## src/rtl/cfgld_pkg.sv

```systemverilog
package cfgld_pkg;

    // Shared pin and field layout
    localparam int PIN_W      = 8;
    localparam int PHY_W      = 5;
    localparam int PORT_W     = 8;
    localparam int WORD_W     = 16;
    localparam int PART_PIN   = 5;
    localparam int EE_PIN     = 6;
    localparam int SK_PIN     = 5;
    localparam int CFG_WORDS  = 2;
    localparam int EE_ADDR_W  = 6;
    localparam int W0_PART_B  = 5;
    localparam int W0_EE_B    = 6;
    localparam logic [2:0] EE_RD_CMD = 3'b110;

    typedef struct packed {
        logic              ee_bit;
        logic [PORT_W-1:0] port_en;
        logic              part_sel;
        logic [PHY_W-1:0]  phy_addr;
    } cfg_t;

    typedef enum logic [1:0] {PM_HIZ, PM_EE, PM_LED} pin_mode_t;
    typedef enum logic [1:0] {ST_BOOT, ST_LOAD, ST_FIN, ST_DONE} ld_state_t;

    function automatic cfg_t cfg_default();
        cfg_t c;
        c         = '0;
        c.port_en = '1;
        return c;
    endfunction

    function automatic cfg_t cfg_from_strap(input logic [PIN_W-1:0] p);
        cfg_t c;
        c          = cfg_default();
        c.phy_addr = p[PHY_W-1:0];
        c.part_sel = p[PART_PIN];
        return c;
    endfunction

    function automatic cfg_t cfg_merge(input cfg_t c, input int idx,
                                       input logic [WORD_W-1:0] w);
        cfg_t r;
        r = c;
        case (idx)
            0: begin
                r.phy_addr = w[PHY_W-1:0];
                r.part_sel = w[W0_PART_B];
                r.ee_bit   = w[W0_EE_B];
            end
            1: r.port_en = w[PORT_W-1:0];
            default: r = c;
        endcase
        return r;
    endfunction

endpackage

```

## src/rtl/cfgld_strap_latch.sv

```systemverilog
module cfgld_strap_latch #(
    parameter int W = 8
) (
    input  logic         clk,
    input  logic         rst,
    input  logic [W-1:0] pin_i,
    output logic [W-1:0] strap_o
);
    logic [W-1:0] strap_q;

    // Keep sampling throughout reset; freeze at release
    always_ff @(posedge clk) begin
        if (rst) strap_q <= pin_i;
    end

    assign strap_o = strap_q;


    strap_hold_chk: assert property (@(posedge clk) disable iff (rst)
        !rst |=> $stable(strap_q));

endmodule

```

## src/rtl/cfgld_ee_reader.sv

```systemverilog
module cfgld_ee_reader
    import cfgld_pkg::*;
#(
    parameter int DIV    = 2,
    parameter int NWORDS = CFG_WORDS,
    parameter int BASE   = 0,
    localparam int WI_W  = (NWORDS > 1) ? $clog2(NWORDS) : 1
) (
    input  logic              clk,
    input  logic              rst,
    input  logic              start_i,
    input  logic              ee_do_i,
    output logic              busy_o,
    output logic              cs_o,
    output logic              sk_o,
    output logic              di_o,
    output logic              wr_stb_o,
    output logic [WI_W-1:0]   wr_idx_o,
    output logic [WORD_W-1:0] wr_data_o,
    output logic              wr_last_o
);
    localparam int SLOT_CYC   = 2 * DIV;
    localparam int PH_W       = (SLOT_CYC > 2) ? $clog2(SLOT_CYC) : 1;
    localparam int CMD_BITS   = 3 + EE_ADDR_W;
    localparam int FIRST_DATA = 1 + CMD_BITS;
    localparam int FRAME      = FIRST_DATA + WORD_W;
    localparam int SL_W       = $clog2(FRAME);

    logic                busy_q;
    logic [PH_W-1:0]     ph_q;
    logic [SL_W-1:0]     slot_q;
    logic [WI_W-1:0]     widx_q;
    logic [WORD_W-1:0]   sh_q;
    logic                ph_end, frame_end, sample, last_word;
    logic [CMD_BITS-1:0] cmd_vec, cmd_sh;

    assign ph_end    = (ph_q == PH_W'(SLOT_CYC - 1));
    assign frame_end = (slot_q == SL_W'(FRAME - 1));
    assign last_word = (widx_q == WI_W'(NWORDS - 1));
    assign sample    = busy_q && (slot_q >= SL_W'(FIRST_DATA)) && (ph_q == PH_W'(DIV - 1));

    always_ff @(posedge clk) begin
        if (rst) begin
            busy_q <= 1'b0;
            ph_q   <= '0;
            slot_q <= '0;
            widx_q <= '0;
            sh_q   <= '0;
        end else if (!busy_q) begin
            if (start_i) begin
                busy_q <= 1'b1;
                ph_q   <= '0;
                slot_q <= '0;
                widx_q <= '0;
            end
        end else begin
            if (sample) sh_q <= {sh_q[WORD_W-2:0], ee_do_i};
            if (ph_end) begin
                ph_q <= '0;
                if (frame_end) begin
                    slot_q <= '0;
                    if (last_word) busy_q <= 1'b0;
                    else           widx_q <= widx_q + 1'b1;
                end else begin
                    slot_q <= slot_q + 1'b1;
                end
            end else begin
                ph_q <= ph_q + 1'b1;
            end
        end
    end

    // Slot 0 of every frame is the chip-select gap
    assign cs_o    = busy_q && (slot_q != '0);
    assign sk_o    = cs_o && (ph_q >= PH_W'(DIV));
    assign cmd_vec = {EE_RD_CMD, EE_ADDR_W'(BASE + int'(widx_q))};
    assign cmd_sh  = cmd_vec << (slot_q - SL_W'(1));

    always_comb begin
        di_o = 1'b0;
        if (cs_o && (slot_q <= SL_W'(CMD_BITS))) di_o = cmd_sh[CMD_BITS-1];
    end

    assign busy_o    = busy_q;
    assign wr_stb_o  = busy_q && ph_end && frame_end;
    assign wr_idx_o  = widx_q;
    assign wr_data_o = sh_q;
    assign wr_last_o = last_word;


    di_stable_chk: assert property (@(posedge clk) disable iff (rst)
        (sk_o && $past(sk_o)) |-> $stable(di_o));


    cs_gap_chk: assert property (@(posedge clk) disable iff (rst)
        wr_stb_o |=> !cs_o);

endmodule

```

## src/rtl/cfgld_pin_mux.sv

```systemverilog
module cfgld_pin_mux
    import cfgld_pkg::*;
(
    input  logic             clk,
    input  logic             rst,
    input  pin_mode_t        mode_i,
    input  logic             sk_i,
    input  logic [PIN_W-1:0] led_i,
    output logic [PIN_W-1:0] pin_o,
    output logic [PIN_W-1:0] pin_oe
);
    always_comb begin
        pin_o  = '0;
        pin_oe = '0;
        case (mode_i)
            PM_EE: begin
                pin_oe[SK_PIN] = 1'b1;
                pin_o[SK_PIN]  = sk_i;
            end
            PM_LED: begin
                pin_oe = '1;
                pin_o  = led_i;
            end
            default: ;
        endcase
    end


    strap_pins_free_chk: assert property (@(posedge clk) disable iff (rst)
        (mode_i != PM_LED) |-> $onehot0(pin_oe));

endmodule

```

## src/rtl/cfg_loader.sv

```systemverilog
module cfg_loader
    import cfgld_pkg::*;
#(
    parameter int CLK_DIV   = 2,
    parameter int WORD_BASE = 0
) (
    input  logic              clk,
    input  logic              rst,
    input  logic [PIN_W-1:0]  pin_i,
    output logic [PIN_W-1:0]  pin_o,
    output logic [PIN_W-1:0]  pin_oe,
    input  logic [PIN_W-1:0]  led_i,
    output logic              ee_cs,
    output logic              ee_di,
    input  logic              ee_do,
    output logic [PHY_W-1:0]  cfg_phy_addr,
    output logic              cfg_part_sel,
    output logic [PORT_W-1:0] cfg_port_en,
    output logic              cfg_ee_bit,
    output logic              cfg_done,
    output logic              dp_en
);
    localparam int WI_W = (CFG_WORDS > 1) ? $clog2(CFG_WORDS) : 1;

    logic [PIN_W-1:0]  strap;
    ld_state_t         st_q;
    cfg_t              cfg_q;
    pin_mode_t         pmode;
    logic              rd_start, rd_busy, rd_sk, rd_stb, rd_last;
    logic [WI_W-1:0]   rd_idx;
    logic [WORD_W-1:0] rd_data;

    cfgld_strap_latch #(.W(PIN_W)) u_strap (
        .clk(clk), .rst(rst), .pin_i(pin_i), .strap_o(strap)
    );

    assign rd_start = (st_q == ST_BOOT) && strap[EE_PIN];

    cfgld_ee_reader #(.DIV(CLK_DIV), .NWORDS(CFG_WORDS), .BASE(WORD_BASE)) u_rd (
        .clk(clk), .rst(rst), .start_i(rd_start), .ee_do_i(ee_do),
        .busy_o(rd_busy), .cs_o(ee_cs), .sk_o(rd_sk), .di_o(ee_di),
        .wr_stb_o(rd_stb), .wr_idx_o(rd_idx), .wr_data_o(rd_data),
        .wr_last_o(rd_last)
    );

    always_ff @(posedge clk) begin
        if (rst) begin
            st_q  <= ST_BOOT;
            cfg_q <= cfg_default();
        end else begin
            case (st_q)
                ST_BOOT: begin
                    if (strap[EE_PIN]) begin
                        st_q <= ST_LOAD;
                    end else begin
                        cfg_q <= cfg_from_strap(strap);
                        st_q  <= ST_DONE;
                    end
                end
                ST_LOAD: begin
                    if (rd_stb) begin
                        cfg_q <= cfg_merge(cfg_q, int'(rd_idx), rd_data);
                        if (rd_last) st_q <= ST_FIN;
                    end
                end
                ST_FIN:  st_q <= ST_DONE;
                default: st_q <= ST_DONE;
            endcase
        end
    end

    always_comb begin
        case (st_q)
            ST_LOAD, ST_FIN: pmode = PM_EE;
            ST_DONE:         pmode = PM_LED;
            default:         pmode = PM_HIZ;
        endcase
    end

    cfgld_pin_mux u_pins (
        .clk(clk), .rst(rst), .mode_i(pmode), .sk_i(rd_sk),
        .led_i(led_i), .pin_o(pin_o), .pin_oe(pin_oe)
    );

    assign cfg_phy_addr = cfg_q.phy_addr;
    assign cfg_part_sel = cfg_q.part_sel;
    assign cfg_port_en  = cfg_q.port_en;
    assign cfg_ee_bit   = cfg_q.ee_bit;
    assign cfg_done     = (st_q == ST_DONE);
    assign dp_en        = cfg_done;


    done_after_store_chk: assert property (@(posedge clk) disable iff (rst)
        (rd_stb && rd_last) |=> (!cfg_done ##1 cfg_done));


    dp_idle_chk: assert property (@(posedge clk) disable iff (rst)
        rd_busy |-> !dp_en);


    done_sticky_chk: assert property (@(posedge clk) disable iff (rst)
        cfg_done |=> cfg_done);


    no_reload_chk: assert property (@(posedge clk) disable iff (rst)
        cfg_done |-> !ee_cs);

endmodule

```

## config.mk

```make
export PLATFORM = sky130hd
export DESIGN_NAME = cfg_loader
export DESIGN_NICKNAME = d
export VERILOG_FILES = /design/src/rtl/cfgld_pkg.sv /design/src/rtl/cfgld_strap_latch.sv /design/src/rtl/cfgld_ee_reader.sv /design/src/rtl/cfgld_pin_mux.sv /design/src/rtl/cfg_loader.sv
export SDC_FILE = /design/constraint.sdc
export NUM_CORES = 1
export LEC_CHECK = 0
export ABC_AREA = 1
export BUFFER_PORTS_ARGS = -buffer_cell sky130_fd_sc_hd__buf_2
export CORE_MARGIN = 2
export CORE_UTILIZATION = 53
export CTS_CLUSTER_SIZE = 16
export DETAILED_ROUTE_END_ITERATION = 10
export PLACE_DENSITY_LB_ADDON = 0.15
export SYNTH_ARGS = -nofsm -noshare
export SYNTH_HDL_FRONTEND = slang
export SYNTH_SLANG_ARGS = --single-unit
```

## constraint.sdc

```tcl
create_clock -name clk -period 1.56 [get_ports clk]
set_input_delay 0.078 -clock clk [delete_from_list [all_inputs] [get_ports clk]]
set_output_delay 0.078 -clock clk [all_outputs]
set_load 0.02 [all_outputs]
```

==> flow_summary.ini <==
[status]
status = completed

[cts]
clockRootBuffer = clkbuf_8
cts_buffers = 5
insertion_delay_ps = 290
clock_tree.buffer_depth = 2
cts_sinks = 41
cts.clk_slew.worst_paths_ps = 80
cts_tree = yes
cts_max_level = 2

[pwr]
ir_worst_vdd_mv = 0.726
power_density_nw_per_um2 = 1590
power_leakage_nw = 1.42
finalPower_mw = 4.64

[setup_path]
critPathCaptureType = output pin
critical_path_class = reg2out
crit_path_start_kind = flop
crit_buf_inv = 3
path_cells = inv_4 > ha_4 > inv_4 > nor3_2 > a21oi_2 > nand2_1 > a21oi_2 > buf_4
cp.required_ps = 1480
cpPeakStageDelay_ps = 360
crit_slowest_cell = dfxtp_2
worstPathArrival_ps = 1470
crit_family = flip-flops
rrSetupSlack_ps = 60
critPathMaxFanout = 3

[grt]
grt_use_total = 0.207
antenna_found_initial = 0
grt.overflow.total = 0
first_global_vias = 1749
grt_start_max_net_pins = 21
grt_pass1_wl_um = 7370

[yosys]
synth_cells = 278
syn-num-nets = 310
synth_top_area_frac = 0.306
synthTopCellsByCount = 59 x nand2_1, 34 x dfxtp_1, 30 x inv_1
ys_types = 33
ys_top_cells_by_area = dfxtp_1 31%, nand2_1 9.9%, edfxtp_1 9.4%
synthFlopType = dfxtp_1
yosysMostFrequentCell = nand2_1
synth_area_sq_um = 2230
ys_warn_count = 0
yosys.area.top_type = dfxtp_1
synth_area_per_cell_sq_um = 8.01
async_reset_ff_frac = 0
synth_edf_count = 7
ys_ff_latch = 41
seq_area_frac_synth = 0.400

[placed_design]
place_area_sq_um = 2530
dp_cells = 379
pre_cts_ws_ps = -47.3
dp_hpwl_um = 3250
io_buffers = 52
gp_congestion = 0.852

[timing]
period_share = 0.995
fin_crit_ps = 1550
fmax_mhz = 644
finClkSkew_ps = 6.87
setup_violations = 0
hold_violations = 0
worst_slack_ps = 7.16
relSlewSlack = 0.800
worst_pin_slew_ps = 298
hold_ws_ps = 61.1
rsz0062_at_grt = true
slew_violations = 0

[floorplan]
die_w_um = 68.8
die-area_sq_um = 4730
die_h_um = 68.8
coreArea_sq_um = 4030
num_rows = 23
io_pins = 54
start_util = 0.552

[routing]
drt_wl_total_um = 4710
drc = 0
drt_iter0_drc = 91
viasPerCell = 4.91
wl_per_cell_um = 11.7
ant_nets = 0
first_pass_iters = 4
via_count = 1982

[cells_and_area]
design_area_sq_um = 2910
final_cells = 404
antenna_cells = 0
area_delta_synth_final_pct = 30.9
nets = 385
layout-drive-gt1-share = 0.379

[hold_path]
hp-class = in2reg

[job]
maxCapViolations = 0
final timing paths:
kind	start	end	depth (start not counted)
setup / recovery	u_rd.slot_q[1]	pin_o[5]	8
hold / removal	ee_do	u_rd.wr_data_o[0]	3
setup reg to reg	u_rd.slot_q[0]	u_rd.wr_data_o[5]	9
hold reg to reg	cfg_port_en[6]	cfg_port_en[6]	2
area by class of cell:
type / instances / area [sq um]
clock buffer: 7 / 108
clock inverter: 1 / 7.51
sequential: 41 / 901
timing repair buffer: 84 / 527
inverter: 36 / 145
tap: 50 / 62.6
fill: 333 / 1110
multi-input combinational: 185 / 1160
registers in the layout, summed over array words and instances (netlist names):
register / count
cfg_ee_bit: 1
cfg_part_sel: 1
cfg_phy_addr: 5
cfg_port_en: 8
st_q: 2
u_rd.busy_o: 1
u_rd.ph_q: 2
u_rd.slot_q: 5
u_rd.wr_data_o: 8
u_rd.wr_idx_o: 1
u_strap.strap_o: 7
layer usage:
| layer | up-vias | share of wire | track usage |
|---|---|---|---|
| met5 | - | 0 | 0 |
| met3 | 5 | 0.028 | 0.0422 |
| met4 | 0 | 0.0093 | 0.0686 |
| met1 | 906 | 0.48 | 0.255 |
| met2 | 27 | 0.49 | 0.361 |
| li1 | 1044 | - | - |
repair_timing:
item / 4_1_cts / 5_1_grt
cloned: 0 / 0
resized for setup: 15 / 20
pin swaps: 2 / 13
endpoints found under the hold margin: 7 / 0
hold buffers: 7 / 0
endpoints found under the setup margin: 12 / 25
buffers inserted: 2 / 8
logic make-up (layout without fill, tap and decap cells):
| kind of cell | Yosys count | count (layout) | share of synthesized area |
|---|---|---|---|
| AO/OA/AOI/OAI | 39 | 39 | 0.106 |
| flip-flops | 41 | 41 | 0.400 |
| adder cells (fa/ha/maj) | 13 | 13 | 0.0731 |
| XOR/XNOR | 1 | 1 | 0.00394 |
| buffers and inverters | 52 | 128 | 0.124 |
| AND/OR/NAND/NOR | 132 | 132 | 0.293 |
where the power goes:
group	total [mW]	switching (mW)	internal, mW
clock network	0.827	0.371	0.456
logic	2.44	1.45	0.992
registers	1.37	0.102	1.26
total	4.64	1.93	2.71
stage by stage:
step                TNS (ps)   util
finish                     0  0.723
global route            -139  0.723
CTS                    -10.7  0.689
detailed placement     -74.2  0.628
global placement           0  0.628
floorplan                  0      -
placed cells by master (no fill, tap or decap), drive strengths merged:
cell type	instances
a21oi	23
buf	77
clkbuf	7
clkinv	1
clkinvlp	1
dfxtp	34
dlygate4sd3	7
edfxtp	7
ha	13
inv	35
nand2	63
nand3	30
nand4	8
nor2	20
nor3	2
o211ai	2
o21a	5
o21ai	8
o22ai	1
or2	9
xor2	1
worst min-delay path, delay by kind of cell:
family / cells / cell delay (ps)
buffers and inverters: 1 / 100
AND/OR/NAND/NOR: 1 / 70
AO/OA/AOI/OAI: 1 / 60
Power figures use the tool's default switching activity.
